### src/rtl/dn_timer_pkg.sv
// Shared register addresses and control-field positions for the timer channel.
// Assumes a word-addressed bus with a 2-bit address.
package dn_timer_pkg;
    typedef enum logic [1:0] {
        REG_RUN   = 2'd0,
        REG_CTRL  = 2'd1,
        REG_RELD  = 2'd2,
        REG_COUNT = 2'd3
    } reg_addr_e;

    localparam int SEL_LSB  = 0;   // prescale select field base
    localparam int IE_BIT   = 5;   // interrupt enable
    localparam int FLAG_BIT = 8;   // sticky underflow flag
    localparam int RUN_BIT  = 0;   // run bit in run-control register
endpackage

### src/rtl/dn_timer_psc.sv
// Prescaler: emits a one-cycle tick every 4 << (2*sel) cycles while run is high.
// Assumes run gates counting; the divider returns to zero whenever run is low.
module dn_timer_psc #(
    parameter int SEL_W = 3
) (
    input  logic             clk,
    input  logic             rst_n,
    input  logic             run,
    input  logic [SEL_W-1:0] sel,
    output logic             tick
);
    localparam int DIV_W = 2 * ((1 << SEL_W) - 1) + 2;
    localparam int SH_W  = SEL_W + 2;

    logic [DIV_W-1:0] div_q;
    logic [DIV_W-1:0] mask;
    logic [SH_W-1:0]  shamt;

    // Build the low-bit mask whose all-ones state marks the end of a period.
    always_comb begin
        shamt = {1'b0, sel, 1'b0} + SH_W'(2);
        mask  = ~({DIV_W{1'b1}} << shamt);
    end

    // Free divider, held at zero while stopped.
    always_ff @(posedge clk) begin
        if (!rst_n || !run) div_q <= '0;
        else                div_q <= div_q + 1'b1;
    end

    assign tick = run && ((div_q & mask) == mask);
endmodule

### src/rtl/dn_timer_cnt.sv
// Down-counter with reload: decrements on tick and reloads from rld at zero.
// Assumes a bus load has priority over a tick in the same cycle.
module dn_timer_cnt #(
    parameter int W = 32
) (
    input  logic         clk,
    input  logic         rst_n,
    input  logic         tick,
    input  logic         load_en,
    input  logic [W-1:0] load_val,
    input  logic [W-1:0] rld,
    output logic [W-1:0] cnt,
    output logic         unf
);
    logic at_zero;
    assign at_zero = (cnt == '0);
    assign unf     = tick && at_zero && !load_en;

    // Count register: bus load, else tick-driven decrement or reload.
    always_ff @(posedge clk) begin
        if (!rst_n)       cnt <= '0;
        else if (load_en) cnt <= load_val;
        else if (tick)    cnt <= at_zero ? rld : cnt - 1'b1;
    end
endmodule

### src/rtl/dn_timer_flag.sv
// Sticky underflow flag: set by hardware, cleared by software; set wins.
// Assumes clr is already qualified to a control write carrying a zero flag bit.
module dn_timer_flag (
    input  logic clk,
    input  logic rst_n,
    input  logic set,
    input  logic clr,
    output logic flag
);
    // Flag state with set-over-clear priority.
    always_ff @(posedge clk) begin
        if (!rst_n)   flag <= 1'b0;
        else if (set) flag <= 1'b1;
        else if (clr) flag <= 1'b0;
    end
endmodule

### src/rtl/dn_timer.sv
// Timer channel top: register decode, read mux and interrupt.
// Assumes one-cycle writes and a combinational read path.
module dn_timer
    import dn_timer_pkg::*;
#(
    parameter int CNT_W = 32,
    parameter int SEL_W = 3
) (
    input  logic             clk,
    input  logic             rst_n,
    input  logic [1:0]       bus_addr,
    input  logic             bus_we,
    input  logic [CNT_W-1:0] bus_wdata,
    output logic [CNT_W-1:0] bus_rdata,
    output logic             irq
);
    logic             start_q;
    logic             ie_q;
    logic [SEL_W-1:0] sel_q;
    logic [CNT_W-1:0] const_q;
    logic [CNT_W-1:0] cnt_q;
    logic             tick;
    logic             unf;
    logic             flag_q;
    logic             run_wr, ctl_wr, rld_wr, cnt_wr;

    assign run_wr = bus_we && (bus_addr == REG_RUN);
    assign ctl_wr = bus_we && (bus_addr == REG_CTRL);
    assign rld_wr = bus_we && (bus_addr == REG_RELD);
    assign cnt_wr = bus_we && (bus_addr == REG_COUNT);

    // Software-owned configuration registers.
    always_ff @(posedge clk) begin
        if (!rst_n) begin
            start_q <= 1'b0;
            ie_q    <= 1'b0;
            sel_q   <= '0;
            const_q <= '0;
        end else begin
            if (run_wr) start_q <= bus_wdata[RUN_BIT];
            if (ctl_wr) begin
                ie_q  <= bus_wdata[IE_BIT];
                sel_q <= bus_wdata[SEL_LSB +: SEL_W];
            end
            if (rld_wr) const_q <= bus_wdata;
        end
    end

    dn_timer_psc #(.SEL_W(SEL_W)) u_psc (
        .clk  (clk),
        .rst_n(rst_n),
        .run  (start_q),
        .sel  (sel_q),
        .tick (tick)
    );

    dn_timer_cnt #(.W(CNT_W)) u_cnt (
        .clk     (clk),
        .rst_n   (rst_n),
        .tick    (tick),
        .load_en (cnt_wr),
        .load_val(bus_wdata),
        .rld     (const_q),
        .cnt     (cnt_q),
        .unf     (unf)
    );

    dn_timer_flag u_flag (
        .clk  (clk),
        .rst_n(rst_n),
        .set  (unf),
        .clr  (ctl_wr && !bus_wdata[FLAG_BIT]),
        .flag (flag_q)
    );

    // Read mux over the four registers.
    always_comb begin
        bus_rdata = '0;
        unique case (bus_addr)
            REG_RUN:   bus_rdata[RUN_BIT] = start_q;
            REG_CTRL: begin
                bus_rdata[SEL_LSB +: SEL_W] = sel_q;
                bus_rdata[IE_BIT]           = ie_q;
                bus_rdata[FLAG_BIT]         = flag_q;
            end
            REG_RELD:  bus_rdata = const_q;
            REG_COUNT: bus_rdata = cnt_q;
            default:   bus_rdata = '0;
        endcase
    end

    assign irq = flag_q && ie_q;
endmodule

### config.mk
export PLATFORM = sky130hd
export DESIGN_NAME = dn_timer
export DESIGN_NICKNAME = d
export VERILOG_FILES = /design/src/rtl/dn_timer_pkg.sv /design/src/rtl/dn_timer_psc.sv /design/src/rtl/dn_timer_cnt.sv /design/src/rtl/dn_timer_flag.sv /design/src/rtl/dn_timer.sv
export SDC_FILE = /design/constraint.sdc
export NUM_CORES = 1
export LEC_CHECK = 0
export BUFFER_PORTS_ARGS = -buffer_cell sky130_fd_sc_hd__buf_2
export CORE_MARGIN = 5
export CORE_UTILIZATION = 55
export DETAILED_ROUTE_END_ITERATION = 10
export GPL_TIMING_DRIVEN = 0
export HOLD_SLACK_MARGIN = 0.12
export PLACE_DENSITY = 0.77
export SLEW_MARGIN = 20
export SYNTH_ARGS = -nofsm -noshare
export SYNTH_HDL_FRONTEND = slang
export SYNTH_SLANG_ARGS = --single-unit
### constraint.sdc
create_clock -name clk -period 8.5 [get_ports clk]
set_input_delay 2.55 -clock clk [delete_from_list [all_inputs] [get_ports clk]]
set_output_delay 2.55 -clock clk [all_outputs]
set_load 0.02 [all_outputs]
# == After elaboration in Yosys (flattened, before gate mapping) ==
# Index checks and enable logic that the tools add are counted.
# op_classes
n_shift,1
reduce_logical,18
addsub,3
bitwise_logic,2
muxes,12
multipliers,0
magnitude_cmp,0
n_div,0
n_eq_ne,4
# op_table
op,count
2-to-1 mux 32 bit,3
case mux 23 bit (2 select lines),1
zero test 32 bit,1
"subtractor 32 x 1 -> 32 bit, second input constant",1
"adder 16 x 1 -> 16 bit, second input constant",1
bitwise AND 16 bit,1
equality test 16 bit,1
NOT 16 bit,1
"left shift 16 x 5 -> 16 bit, first input constant",1
logical AND 1 bit,9
case mux 2 bit (2 select lines),2
case mux 1 bit (3 select lines),2
case mux 2 bit (3 select lines),1
"adder 4 x 2 -> 5 bit, second input constant",1
"equality test 2 bit, second input constant",2
zero test 1 bit,4
case mux 1 bit (4 select lines),1
nonzero test 2 bit,2
"equality test 2 x 1 -> 1 bit, second input constant",1
zero test 2 bit,1
2-to-1 mux 1 bit,2
logical OR 1 bit,1
# totals
latch_bits,0
reg_bits,86
mem_count,0
inputBits,37
wordCells,47
mem_bits_ro,0
mem_bits_rw,0

# == Logic depth before layout (Yosys ltp) ==
# logic_depth
ltp_word,9
ltp_mapped,10
ltp_nobuf,8

# == Modules after synthesis ==
# Synthesis repeated with hierarchy kept, for this count alone.
# unflattened
cells_unflattened,670
hier_area_um2,5489.0
# by_module_without_submodules
mod,area_per_inst_um2,instances,seq_area_each_um2,cells_per_inst
dn_timer_cnt,2492.4,1,640.6,337
dn_timer,2098.3,1,740.7,234
dn_timer_psc,857.1,1,320.3,96
dn_timer_flag,41.3,1,20.0,3

# == Worst setup path after synthesis ==
# No wires, ideal clock.
# synth_path
kind,input to output
startpoint,input port bus_addr[0]
endpoint,output port bus_rdata[1]
arrival_time_ps,3884
t_required_ps,5950
stages,4
setup_slack_ps,2066
path_buffers,2
path_cell_list,clkbuf_1 clkbuf_1 mux2_2 a22o_1
# synth_between
elab_chain_len,2
# synth_rtl
item,line,source
start: declaration,dn_timer.sv:11,"input logic [1:0] bus_addr,"
equality test 2 bit / equality test 2 x 1 -> 1 bit (equally long branches),dn_timer.sv:79,unique case (bus_addr)
case mux 2 bit (3 select lines) (*),dn_timer.sv:79,
end: declaration,dn_timer.sv:14,"output logic [CNT_W-1:0] bus_rdata,"
# Every way passes the cells marked *; elsewhere a longest branch is shown, timed or not.

# == Worst setup path after layout ==
# layout_path
startpoint,input port bus_addr[0]
endpoint,output port bus_rdata[8]
# layout_between
elab_chain_len,2
# layout_rtl
item,line
equality test 2 bit / equality test 2 x 1 -> 1 bit (equally long branches),dn_timer.sv:79
case mux 1 bit (3 select lines) (*),dn_timer.sv:79
# Marked as above.

==> impl_metrics.yaml <==
status:
  status: "finished, final reports clean"
global_route:
  grt_use_met3: 0.0514
  grt_use_total: 0.297
  met1_usage: 0.389
  first_global_vias: 5173
  grt_first_pass_wirelength_um: 26600
  antenna_found_initial: 0
  grt_overflow: 0
  grt_max_degree: 16
  grt_use_met2: 0.469
  grt.busiest_layer: "met2"
synth:
  synthTopCellsByArea: "dfxtp_1 34%, nand2_1 8.7%, mux2i_1 6.2%"
  synth_area_leader_cell: "dfxtp_1"
  ys_ff_latch: 86
  seq_area_frac_synth: 0.342
  synth_top_area_share: 0.342
  avgSynthCellArea_um2: 7.70
  synthArstFlopShare: 0
  ys_types: 60
  synth_cells: 654
  syn_area_um2: 5030
  yosysWarnings: 0
  synth-edff-count: 0
  syn_nets: 697
  synthFlopType: "dfxtp_1"
cts:
  cts_setup_buffers: 0
  holdBufCountCts: 0
  cts_resized: 0
  cts_tree: "done"
  clk_latency_ns: 0.38
  clk_path_buf_depth: 2
  clk_pin_slew_ns: 0.09
  h-tree-depth: 3
  cts_sinks: 86
  numCtsBuffers: 9
  clockRootBuffer: "clkbuf_8"
route:
  num_vias: 5497
  drtPass1Iterations: 5
  via_per_inst: 6.47
  finalWirelength_um: 16900
  drt-initial-drc-count: 669
  drc: 0
  antenna_left: 0
  wl_per_cell_um: 19.9
die:
  start_util: 0.555
  die-area_um2: 11200
  ios: 70
  core-area_um2: 9060
  row_count: 35
  chipWidth_um: 106
  die_h_um: 106
layout:
  drive_gt1_frac: 0.149
  final_common_cell: "nand2_1"
  final_cell_mix: "116 x nand2_1, 86 x dfxtp_1, 73 x buf_2"
  utilization: 0.634
  area_growth_pct: 14.1
  fin_nets: 776
  antennaDiodeCount: 0
critical_path:
  endpoint_kind: "output pin"
  critical_path_class: "in -> out"
  cp_max_fo: 10
  critPathLaunchType: "input port"
  cp.arrival_ns: 4.46
  required_ns: 5.95
timing:
  slew_violations: 0
  slew_headroom: 0.305
  finalHoldViolCount: 0
  fin_crit_sh: 0.825
  skew_ns: 0.00960
  tightest_slew_ns: 1.04
  tns_ns: 0
  rsz0062_at_grt: "no"
  fmax_mhz: 143
  min_period_ns: 7.01
  setup_viol: 0
worst_hold_path:
  holdCritPathClass: "reg -> reg"
job:
  max_cap_violations: 0
pwr:
  p_per_area_nw_per_um2: 171
  p_leak_nw: 2.27
  peakVddDrop_mv: 0.0912
placement:
  place_hpwl_um: 11700
  gp_congestion: 1.01
  port_buffers: 68
## synthesized netlist by cell type, types with 7 or more instances
cell       instances
a21oi_1           55
a2bb2oi_1          7
a31oi_1           14
clkbuf_1          40
dfxtp_1           86
mux2_2             7
mux2i_1           31
nand2_1          116
nand3_1           23
nand4_1            7
nor2_1            42
nor2b_1           29
nor3_1            10
nor4_1            14
o21ai_0           48
xor2_1            15
## final timing paths
| kind | start | end | slack [ns] | cells after the start |
|---|---|---|---|---|
| min reg2reg | const_q[23]$_SDFFE_PN0P_ | const_q[23]$_SDFFE_PN0P_ | 0.48 | 2 |
| max | bus_addr[0] | bus_rdata[8] | 1.49 | 6 |
| max reg2reg | u_cnt.cnt[27]$_SDFFE_PN0P_ | u_cnt.cnt[6]$_SDFFE_PN0P_ | 5.16 | 7 |
| min | const_q[23]$_SDFFE_PN0P_ | const_q[23]$_SDFFE_PN0P_ | 0.48 | 2 |
## critical path: stages
cell,delay (ns)
buf_2,0.08
clkbuf_1,0.37
clkbuf_1,0.71
mux2_2,0.41
a22o_1,0.18
buf_2,0.16
## layout make-up
cell class | count | area, um^2
flip-flops and latches | 86 | 1720
well taps | 111 | 139
fillers | 834 | 3320
clock inverters | 6 | 92.6
inverters | 6 | 22.5
multi-input cells | 515 | 3090
repair buffers | 68 | 340
plain buffers | 47 | 198
clock buffers | 10 | 138
## per-stage QoR
| stage | hold slack (ns) | std cells | power [mW] | setup slack (ns) | cell area, um^2 |
|---|---|---|---|---|---|
| floorplan | 0.444 | 654 | 0.579 | 2.07 | 5030 |
| global placement | 0.453 | 833 | 0.637 | 1.53 | 5510 |
| detailed placement | 0.464 | 833 | 0.642 | 1.50 | 5510 |
| CTS | 0.476 | 849 | 0.975 | 1.48 | 5740 |
| global route | 0.488 | 849 | 1.02 | 1.40 | 5740 |
| finish | 0.476 | 849 | 0.984 | 1.49 | 5740 |
## power by group
part | internal [mW] | switching (mW) | total (mW) | leakage (nW)
sequential | 0.415 | 0.0163 | 0.432 | 0.698
clock | 0.176 | 0.165 | 0.341 | 0.110
combinational | 0.0778 | 0.134 | 0.212 | 1.46
total | 0.669 | 0.315 | 0.984 | 2.27
## layer usage
metal,wire (um),up-vias
met5,0,-
met3,1870,78
met1,6600,2543
li1,-,2501
met4,826,0
met2,7560,375
## registers in the layout, summed over array words and instances, names as in the netlist
name,count
u_cnt.cnt,32
const_q,32
u_flag.flag,1
u_psc.div_q,16
sel_q,3
start_q,1
ie_q,1
## kinds of logic (layout without fill, tap and decap cells)
kind of cell	count (synthesis)	in the layout	share of synthesized area
multiplexers	39	39	0.0818
XOR/XNOR	19	19	0.0331
AO/OA/AOI/OAI	168	168	0.207
AND/OR/NAND/NOR	283	283	0.278
adder cells (fa/ha/maj)	6	6	0.0149
buffers and inverters	53	137	0.0437
flip-flops	86	86	0.342
Power figures use the tool's default switching activity.
